==> src/rtl/secded_pkg.sv <==
`timescale 1ns/1ps
package secded_pkg;
  localparam int DATA_W = 64;
  localparam int CHK_W  = 8;
  localparam int BYTE_W = 8;
  localparam int BYTES  = DATA_W / BYTE_W;
  localparam logic [CHK_W-1:0] ODD_ROWS = 8'h0C;

  typedef enum logic [1:0] {
    EK_NONE   = 2'd0,
    EK_SINGLE = 2'd1,
    EK_DOUBLE = 2'd2,
    EK_MULTI  = 2'd3
  } err_kind_e;

  typedef logic [DATA_W-1:0][CHK_W-1:0] hmat_t;

  function automatic int weight_of(input logic [CHK_W-1:0] v);
    int n = 0;
    for (int b = 0; b < CHK_W; b++) n += int'(v[b]);
    return n;
  endfunction

  // odd-weight columns, lightest first, ascending value within a weight
  function automatic hmat_t build_cols();
    hmat_t h = '0;
    int    n = 0;
    for (int w = 3; w <= CHK_W; w += 2) begin
      for (int v = 1; v < (1 << CHK_W); v++) begin
        if (n < DATA_W && weight_of(v[CHK_W-1:0]) == w) begin
          h[n] = v[CHK_W-1:0];
          n++;
        end
      end
    end
    return h;
  endfunction

  localparam hmat_t H_COLS = build_cols();
endpackage

==> src/rtl/secded_chkgen.sv <==
`timescale 1ns/1ps
module secded_chkgen
  import secded_pkg::*;
(
  input  logic [DATA_W-1:0] data,
  output logic [CHK_W-1:0]  chk
);
  for (genvar r = 0; r < CHK_W; r++) begin : g_row
    logic [DATA_W-1:0] taps;
    for (genvar d = 0; d < DATA_W; d++) begin : g_tap
      assign taps[d] = data[d] & H_COLS[d][r];
    end
    assign chk[r] = (^taps) ^ ODD_ROWS[r];
  end
endmodule

==> src/rtl/secded_decode.sv <==
`timescale 1ns/1ps
module secded_decode
  import secded_pkg::*;
(
  input  logic [DATA_W-1:0] raw,
  input  logic [CHK_W-1:0]  syn,
  output logic [DATA_W-1:0] fixed,
  output err_kind_e         kind,
  output logic              chk_hit
);
  logic [DATA_W-1:0] hit;

  for (genvar d = 0; d < DATA_W; d++) begin : g_col
    assign hit[d] = (syn == H_COLS[d]);
  end

  assign fixed = raw ^ hit;

  always_comb begin
    chk_hit = 1'b0;
    if (syn == '0) begin
      kind = EK_NONE;
    end else if ($onehot(syn)) begin
      kind    = EK_SINGLE;
      chk_hit = 1'b1;
    end else if (|hit) begin
      kind = EK_SINGLE;
    end else if (!(^syn)) begin
      kind = EK_DOUBLE;
    end else begin
      kind = EK_MULTI;
    end
  end
endmodule

==> src/rtl/secded_merge.sv <==
`timescale 1ns/1ps
module secded_merge
  import secded_pkg::*;
(
  input  logic [DATA_W-1:0] new_word,
  input  logic [DATA_W-1:0] old_word,
  input  logic [BYTES-1:0]  keep_old,
  output logic [DATA_W-1:0] merged
);
  for (genvar i = 0; i < BYTES; i++) begin : g_byte
    assign merged[i*BYTE_W +: BYTE_W] = keep_old[i] ? old_word[i*BYTE_W +: BYTE_W]
                                                    : new_word[i*BYTE_W +: BYTE_W];
  end
endmodule

==> src/rtl/secded_merge_codec.sv <==
`timescale 1ns/1ps
module secded_merge_codec
  import secded_pkg::*;
(
  input  logic [63:0] rd_data,
  input  logic [7:0]  rd_chk,
  input  logic [63:0] wr_data,
  input  logic [7:0]  byte_keep,
  output logic [63:0] cor_data,
  output logic [7:0]  syndrome,
  output logic [7:0]  wr_chk,
  output logic [1:0]  error_type,
  output logic        chk_bit_err,
  output logic        err_n,
  output logic        merr_n
);
  logic [CHK_W-1:0]  rd_gen;
  logic [DATA_W-1:0] merged;
  err_kind_e         kind;

  secded_chkgen u_rdgen (.data(rd_data), .chk(rd_gen));

  assign syndrome = rd_gen ^ rd_chk;

  secded_decode u_dec (
    .raw(rd_data), .syn(syndrome), .fixed(cor_data),
    .kind(kind), .chk_hit(chk_bit_err)
  );

  assign error_type = kind;
  assign err_n      = (kind == EK_NONE);
  assign merr_n     = !(kind == EK_DOUBLE || kind == EK_MULTI);

  secded_merge u_mrg (
    .new_word(wr_data), .old_word(cor_data),
    .keep_old(byte_keep), .merged(merged)
  );

  secded_chkgen u_wrgen (.data(merged), .chk(wr_chk));
endmodule

==> config.mk <==
export PLATFORM = sky130hd
export DESIGN_NAME = secded_merge_codec
export DESIGN_NICKNAME = d
export VERILOG_FILES = /design/src/rtl/secded_pkg.sv /design/src/rtl/secded_chkgen.sv /design/src/rtl/secded_decode.sv /design/src/rtl/secded_merge.sv /design/src/rtl/secded_merge_codec.sv
export SDC_FILE = /design/constraint.sdc
export NUM_CORES = 1
export LEC_CHECK = 0
export ABC_AREA = 1
export CAP_MARGIN = 20
export CORE_UTILIZATION = 35
export DETAILED_ROUTE_END_ITERATION = 16
export PLACE_DENSITY_LB_ADDON = 0.05
export SLEW_MARGIN = 30
export SYNTH_ARGS = -nofsm -noshare
export SYNTH_HDL_FRONTEND = slang
export SYNTH_SLANG_ARGS = --single-unit
==> constraint.sdc <==
create_clock -name vclk -period 12.54
set_clock_uncertainty 0.05 [all_clocks]
set_input_delay 3.762 -clock vclk [all_inputs]
set_output_delay 3.762 -clock vclk [all_outputs]
set_load 0.005 [all_outputs]
; Word level (Yosys, flattened, before mapping)
; Cells that the tools add are included.
[totals]
reg_bits = 0
in_bits = 144
output_inout_bits = 85
word_cells = 116
[op_classes]
n_addsub = 7
eq_ne = 67
muxes = 14
bitwise = 6
n_reduce_logical = 22
[op_table]
columns = op, n
row1 = 64-bit parity, 16
row2 = 8-bit equality test (second input constant), 21
row3 = 8-bit by 7-bit equality test with 1-bit output (second input constant), 17
row4 = 8-bit by 6-bit equality test with 1-bit output (second input constant), 15
row5 = 8-bit two-way mux, 8
row6 = 64-bit OR reduction, 1
row7 = 64-bit bitwise XOR, 1
row8 = 8-bit by 5-bit equality test with 1-bit output (second input constant), 7
row9 = 8-bit by 4-bit equality test with 1-bit output (second input constant), 3
row10 = 4-bit adder, 3
row11 = 1-bit by 1-bit adder with 2-bit output, 4
row12 = 8-bit by 3-bit equality test with 1-bit output (second input constant), 1
row13 = 8-bit zero test, 1
row14 = 8-bit parity, 1
row15 = 8-bit bitwise XOR, 1
row16 = 2-bit two-way mux, 3
row17 = 2-bit equality test (second input constant), 2
row18 = 4-bit by 1-bit equality test with 1-bit output (second input constant), 1
row19 = 1-bit inverter, 4
row20 = 1-bit two-way mux, 3
row21 = 2-bit zero test, 1
row22 = 1-bit zero test, 1
row23 = 1-bit logical OR, 1

; Longest topological paths before layout
[logic_depth]
depth_word = 12
ltp_mapped = 34
ltp_nobuf = 33

; By module
; From an unflattened synthesis, not the netlist that was laid out.
[unflattened]
hier_cells = 1942
hier_area_um2 = 8733.4
[by_module_without_submodules]
columns = module, n_inst, cells_per_inst, area_per_inst_um2, seq_area_each_um2
row1 = secded_chkgen at u_rdgen, 1, 708, 3061.7, 0.0
row2 = secded_chkgen at u_wrgen, 1, 708, 3056.7, 0.0
row3 = secded_decode, 1, 276, 1616.6, 0.0
row4 = secded_merge, 1, 208, 840.8, 0.0
row5 = secded_merge_codec, 1, 42, 157.7, 0.0

; Least setup slack after synthesis
; OpenSTA, ideal clock, no wires.
[synth_timing]
path_type = input-to-output
startpoint = input rd_data[9]
endpoint = output merr_n
arrival_ns = 8.145
t_required_ns = 8.728
setup_slack_ns = 0.583
stages = 23
n_path_buf = 1
cell_sequence = buf_2 > xnor2_1 > xnor2_1 > xnor2_1 > xnor2_1 > xnor2_1 > xor2_1 > inv_1 > ha_1 > fa_1 > inv_1 > fa_1 > ha_1 > fa_1 > nor4_1 > nor4_1 > nand4_1 > nor4_1 > nand4_1 > nor4_1 > nand2_1 > nor2_1 > inv_1
[synth_between]
elab_cells_between_ends = 87
cone_classes = add/sub: 5 / eq/ne: 67 / mux: 4 / bitwise: 3 / reduce/logical: 8
[synth_rtl]
columns = element, line_no
row1 = from (decl), secded_merge_codec.sv:5  ; input logic [63:0] rd_data,
row2 = 64-bit parity (*), secded_chkgen.sv:13  ; assign chk[r] = (^taps) ^ ODD_ROWS[r];
row3 = 8-bit bitwise XOR (*), secded_merge_codec.sv:23  ; assign syndrome = rd_gen ^ rd_chk;
row4 = named net syndrome[4], secded_merge_codec.sv:10  ; output logic [7:0] syndrome,
row5 = 1-bit by 1-bit adder with 2-bit output (implied by the code), secded_decode.sv:23  ; end else if ($onehot(syn)) begin
row6 = 4-bit adder (implied by the code) (2 in a row), secded_decode.sv:23
row7 = 4-bit by 1-bit equality test with 1-bit output, secded_decode.sv:23
row8 = 2-bit two-way mux, secded_decode.sv:23
row9 = 2-bit two-way mux (*), secded_decode.sv:21  ; if (syn == '0) begin
row10 = named net error_type[1], secded_merge_codec.sv:12  ; output logic [1:0] error_type,
row11 = 2-bit equality test, secded_merge_codec.sv:32  ; assign merr_n = !(kind == EK_DOUBLE || kind == EK_MULTI);
row12 = 1-bit logical OR (*), secded_merge_codec.sv:32
row13 = 1-bit zero test (*), secded_merge_codec.sv:32
row14 = to (decl), secded_merge_codec.sv:15  ; output logic merr_n
; Mark *: on every way through the listed nets, which the timed path passes. The rest lies on a longest branch.

; Worst setup path after layout
[layout_timing]
startpoint = input rd_data[58]
endpoint = output error_type[0]
[layout_between]
elab_chain_cells = 9
elab_cells_between_ends = 85
cone_classes = add/sub: 6 / eq/ne: 65 / mux: 4 / bitwise: 2 / reduce/logical: 8
[layout_rtl]
columns = element, line_no
row1 = 64-bit parity, secded_chkgen.sv:13
row2 = 1-bit inverter (no line), n/a
row3 = 8-bit bitwise XOR (*), secded_merge_codec.sv:23
row4 = 1-bit by 1-bit adder with 2-bit output (implied by the code), secded_decode.sv:23
row5 = 4-bit adder (implied by the code) (2 in a row), secded_decode.sv:23
row6 = 4-bit by 1-bit equality test with 1-bit output, secded_decode.sv:23
row7 = 2-bit two-way mux, secded_decode.sv:23
row8 = 2-bit two-way mux (*), secded_decode.sv:21
row9 = to (decl), secded_merge_codec.sv:12
; Mark *: on every way between the ends. The rest lies on a longest branch, timed or not.

==> flow_summary.yaml <==
cells_and_area:
  final_cell_mix: "nand2_1 (590), buf_4 (242), nand3_1 (199)"
  drive_gt1_frac: 0.241
  final_common_cell: "nand2_1"
  seq_cell_count: 0
  final_cell_area_um2: 12800
  antenna_cells: 0
  area.sequential_um2: 0
  fin_cells: 2203
  area_growth_pct: 66.3
  final_net_count: 2096
  nClkBuffers: 0
worst_hold_path:
  hold_path_class: "primary input to primary output"
logic_synthesis:
  yosys_warnings: 0
  netlist_top_cells_area: "nand2_1 (29%), xor2_1 (14%), nand3_1 (13%), xnor2_1 (10%), inv_1 (8.3%)"
  synthCells: 1473
  avgSynthCellArea_um2: 5.23
  yosysSeqAreaShare: 0
  synth_top_area_frac: 0.294
  yosysUniqueCellTypes: 36
  syn_nets: 1639
  netlist_area_um2: 7710
  synth_top_cell_by_area: "nand2_1"
place:
  place.gp.congestion: 0.956
  place_hpwl_mm: 31.0
  port_buffers: 229
  place_inst: 2171
  placed_cell_area_um2: 11800
die:
  die-area_um2: 22600
  start_util: 0.362
  die_w_um: 150
  die_h_um: 150
  rows: 53
  core_area_um2: 21300
  io_pins: 229
route:
  wl_mm: 35.5
  routed_via_density: 4.88
  vias: 10800
  ant_nets: 0
  drt_iter0_markers: 693
  drt_drc_violations_left: 0
  dr.pass1.iters: 5
  wire_per_inst_um: 16.1
critical_path:
  start_kind: "primary input"
  crit_path_end: "error_type[0]"
  cp_data_required_time_ns: 8.73
  critPathMaxFanout: 3
  cp-startpoint: "rd_data[58]"
  crit_type: "primary input to primary output"
  arrival_ns: 8.67
  setup.worst_path.end_class: "primary output"
power_and_ir_drop:
  power_switching_mw: 1.41
  power_frac_seq: 0
  pwr-share-clk: 0
  p_leak_nw: 7.10
  p_int_mw: 1.29
  irDropWorstVdd_uv: 748
  power.density_nw_per_um2: 211
  swShare: 0.523
  comb_power_share: 1.000
timing:
  tightest_slew_ns: 0.639
  hold_violations: 0
  max-slew-margin-rel: 0.573
  rsz0062_at_grt: "yes"
  drv_slew: 0
  setup_viol: 0
  period_share: 0.996
  min_period_ns: 12.49
  fmax_mhz: 80.1
global_routing:
  grt_usage: 0.301
  antenna_found_initial: 0
  grt_pass1_wl_mm: 51.7
  grt.overflow.total: 0
  grt_max_degree: 35
  grt_pass1_vias: 9612
job:
  cap_violations: 0
clock_tree:
  postCtsHoldBufs: 0
run_status:
  status: "finished clean"
-- stage by stage --
step | hold WS [ns] | setup slack, ns | util | setup TNS, ns | power [mW]
after global routing | 8.29 | -0.249 | 0.603 | -0.972 | 2.92
after detailed placement | 8.62 | -0.759 | 0.556 | -3.07 | 2.31
after CTS | 8.33 | 0.00399 | 0.579 | 0 | 2.46
final | 8.25 | 0.0534 | 0.603 | 0 | 2.70
after global placement | 8.61 | -0.529 | 0.556 | -1.90 | 2.27
after floorplan | 7.54 | 0.583 | - | 0 | 1.22
-- per-layer routing --
metal  wire (um)  up-vias  track usage
li1            -     5521            -
met2       16200      341        0.497
met3        1990       32       0.0142
met1       16800     4856        0.437
met4         546        0       0.0404
met5           0        -            0
-- how the worst min path moves through the flow --
stage | startpoint | end | slack [ns] | cells after the start
after floorplan | rd_data[18] | cor_data[18] | 7.54 | 1
after global placement | rd_data[13] | cor_data[13] | 8.61 | 4
after detailed placement | rd_data[13] | cor_data[13] | 8.62 | 4
after CTS | rd_data[1] | cor_data[1] | 8.33 | 4
after global routing | rd_data[8] | cor_data[8] | 8.29 | 4
final | rd_data[8] | cor_data[8] | 8.25 | 4
-- power by group through the flow --
stage / registers (mW) / clock network, mW / logic (mW)
2_1_floorplan: 0 / 0 / 1.22
5_1_grt: 0 / 0 / 2.92
3_3_place_gp: 0 / 0 / 2.27
4_1_cts: 0 / 0 / 2.46
6_report: 0 / 0 / 2.70
3_5_place_dp: 0 / 0 / 2.31
-- synth_stat cells --
library cell and n:
buf_8 1, nor2_1 49, clkinv_1 5, nand3_1 200
or2_2 31, clkbuf_1 5, inv_1 171, buf_1 3
nor2_2 1, and2_1 1, buf_6 4, nor4_1 7
clkbuf_2 2, o22ai_1 1, nand3_2 9, nand2_2 18
nand3b_1 9, o21ai_1 3, or2_1 2, xor2_1 124
nand4_1 51, ha_1 18, nor3_1 2, inv_2 8
o21ai_0 14, nand2_1 603, xnor2_2 1, nand2_4 2
o21ai_2 1, mux2i_1 18, fa_1 4, nor2_8 1
xnor2_1 91, buf_2 9, a2111oi_0 3, nor2_4 1
-- area by class of cell --
class | count | area (um2)
Tap cell | 275 | 344
Inverter | 184 | 691
Timing Repair Buffer | 479 | 4090
Fill cell | 2158 | 8460
Multi-Input combinational cell | 1265 | 7700
-- kinds of logic after synthesis --
family          share of synthesized area
mux                                0.0234
simple gates                        0.566
compound gates                     0.0164
buf+inv                             0.108
xor+xnor                            0.246
fa+ha+maj                          0.0396
-- worst max-delay path, cell delays in order --
cell	delay (ns)
clkdlybuf4s15_1	0.21
xnor2_2	0.21
buf_4	0.17
xor2_4	0.21
xor2_2	0.18
xor2_1	0.24
xor2_1	0.24
inv_1	0.13
ha_4	0.27
fa_2	0.38
inv_2	0.07
fa_1	0.42
ha_2	0.20
fa_1	0.47
nor4_1	0.05
nor4_1	0.18
nand4_1	0.16
nor4_2	0.19
nand4_1	0.16
nor4_2	0.20
nand2_2	0.15
buf_6	0.16
o22ai_4	0.11
inv_2	0.03
buf_2	0.12
-- what timing repair did --
item / 4_1_cts / 5_1_grt
resized for setup: 158 / 122
buffers inserted: 18 / 15
endpoints found under the setup margin: 9 / 11
pin swaps: 54 / 41
Note: power is estimated with default switching activity, not from simulation.
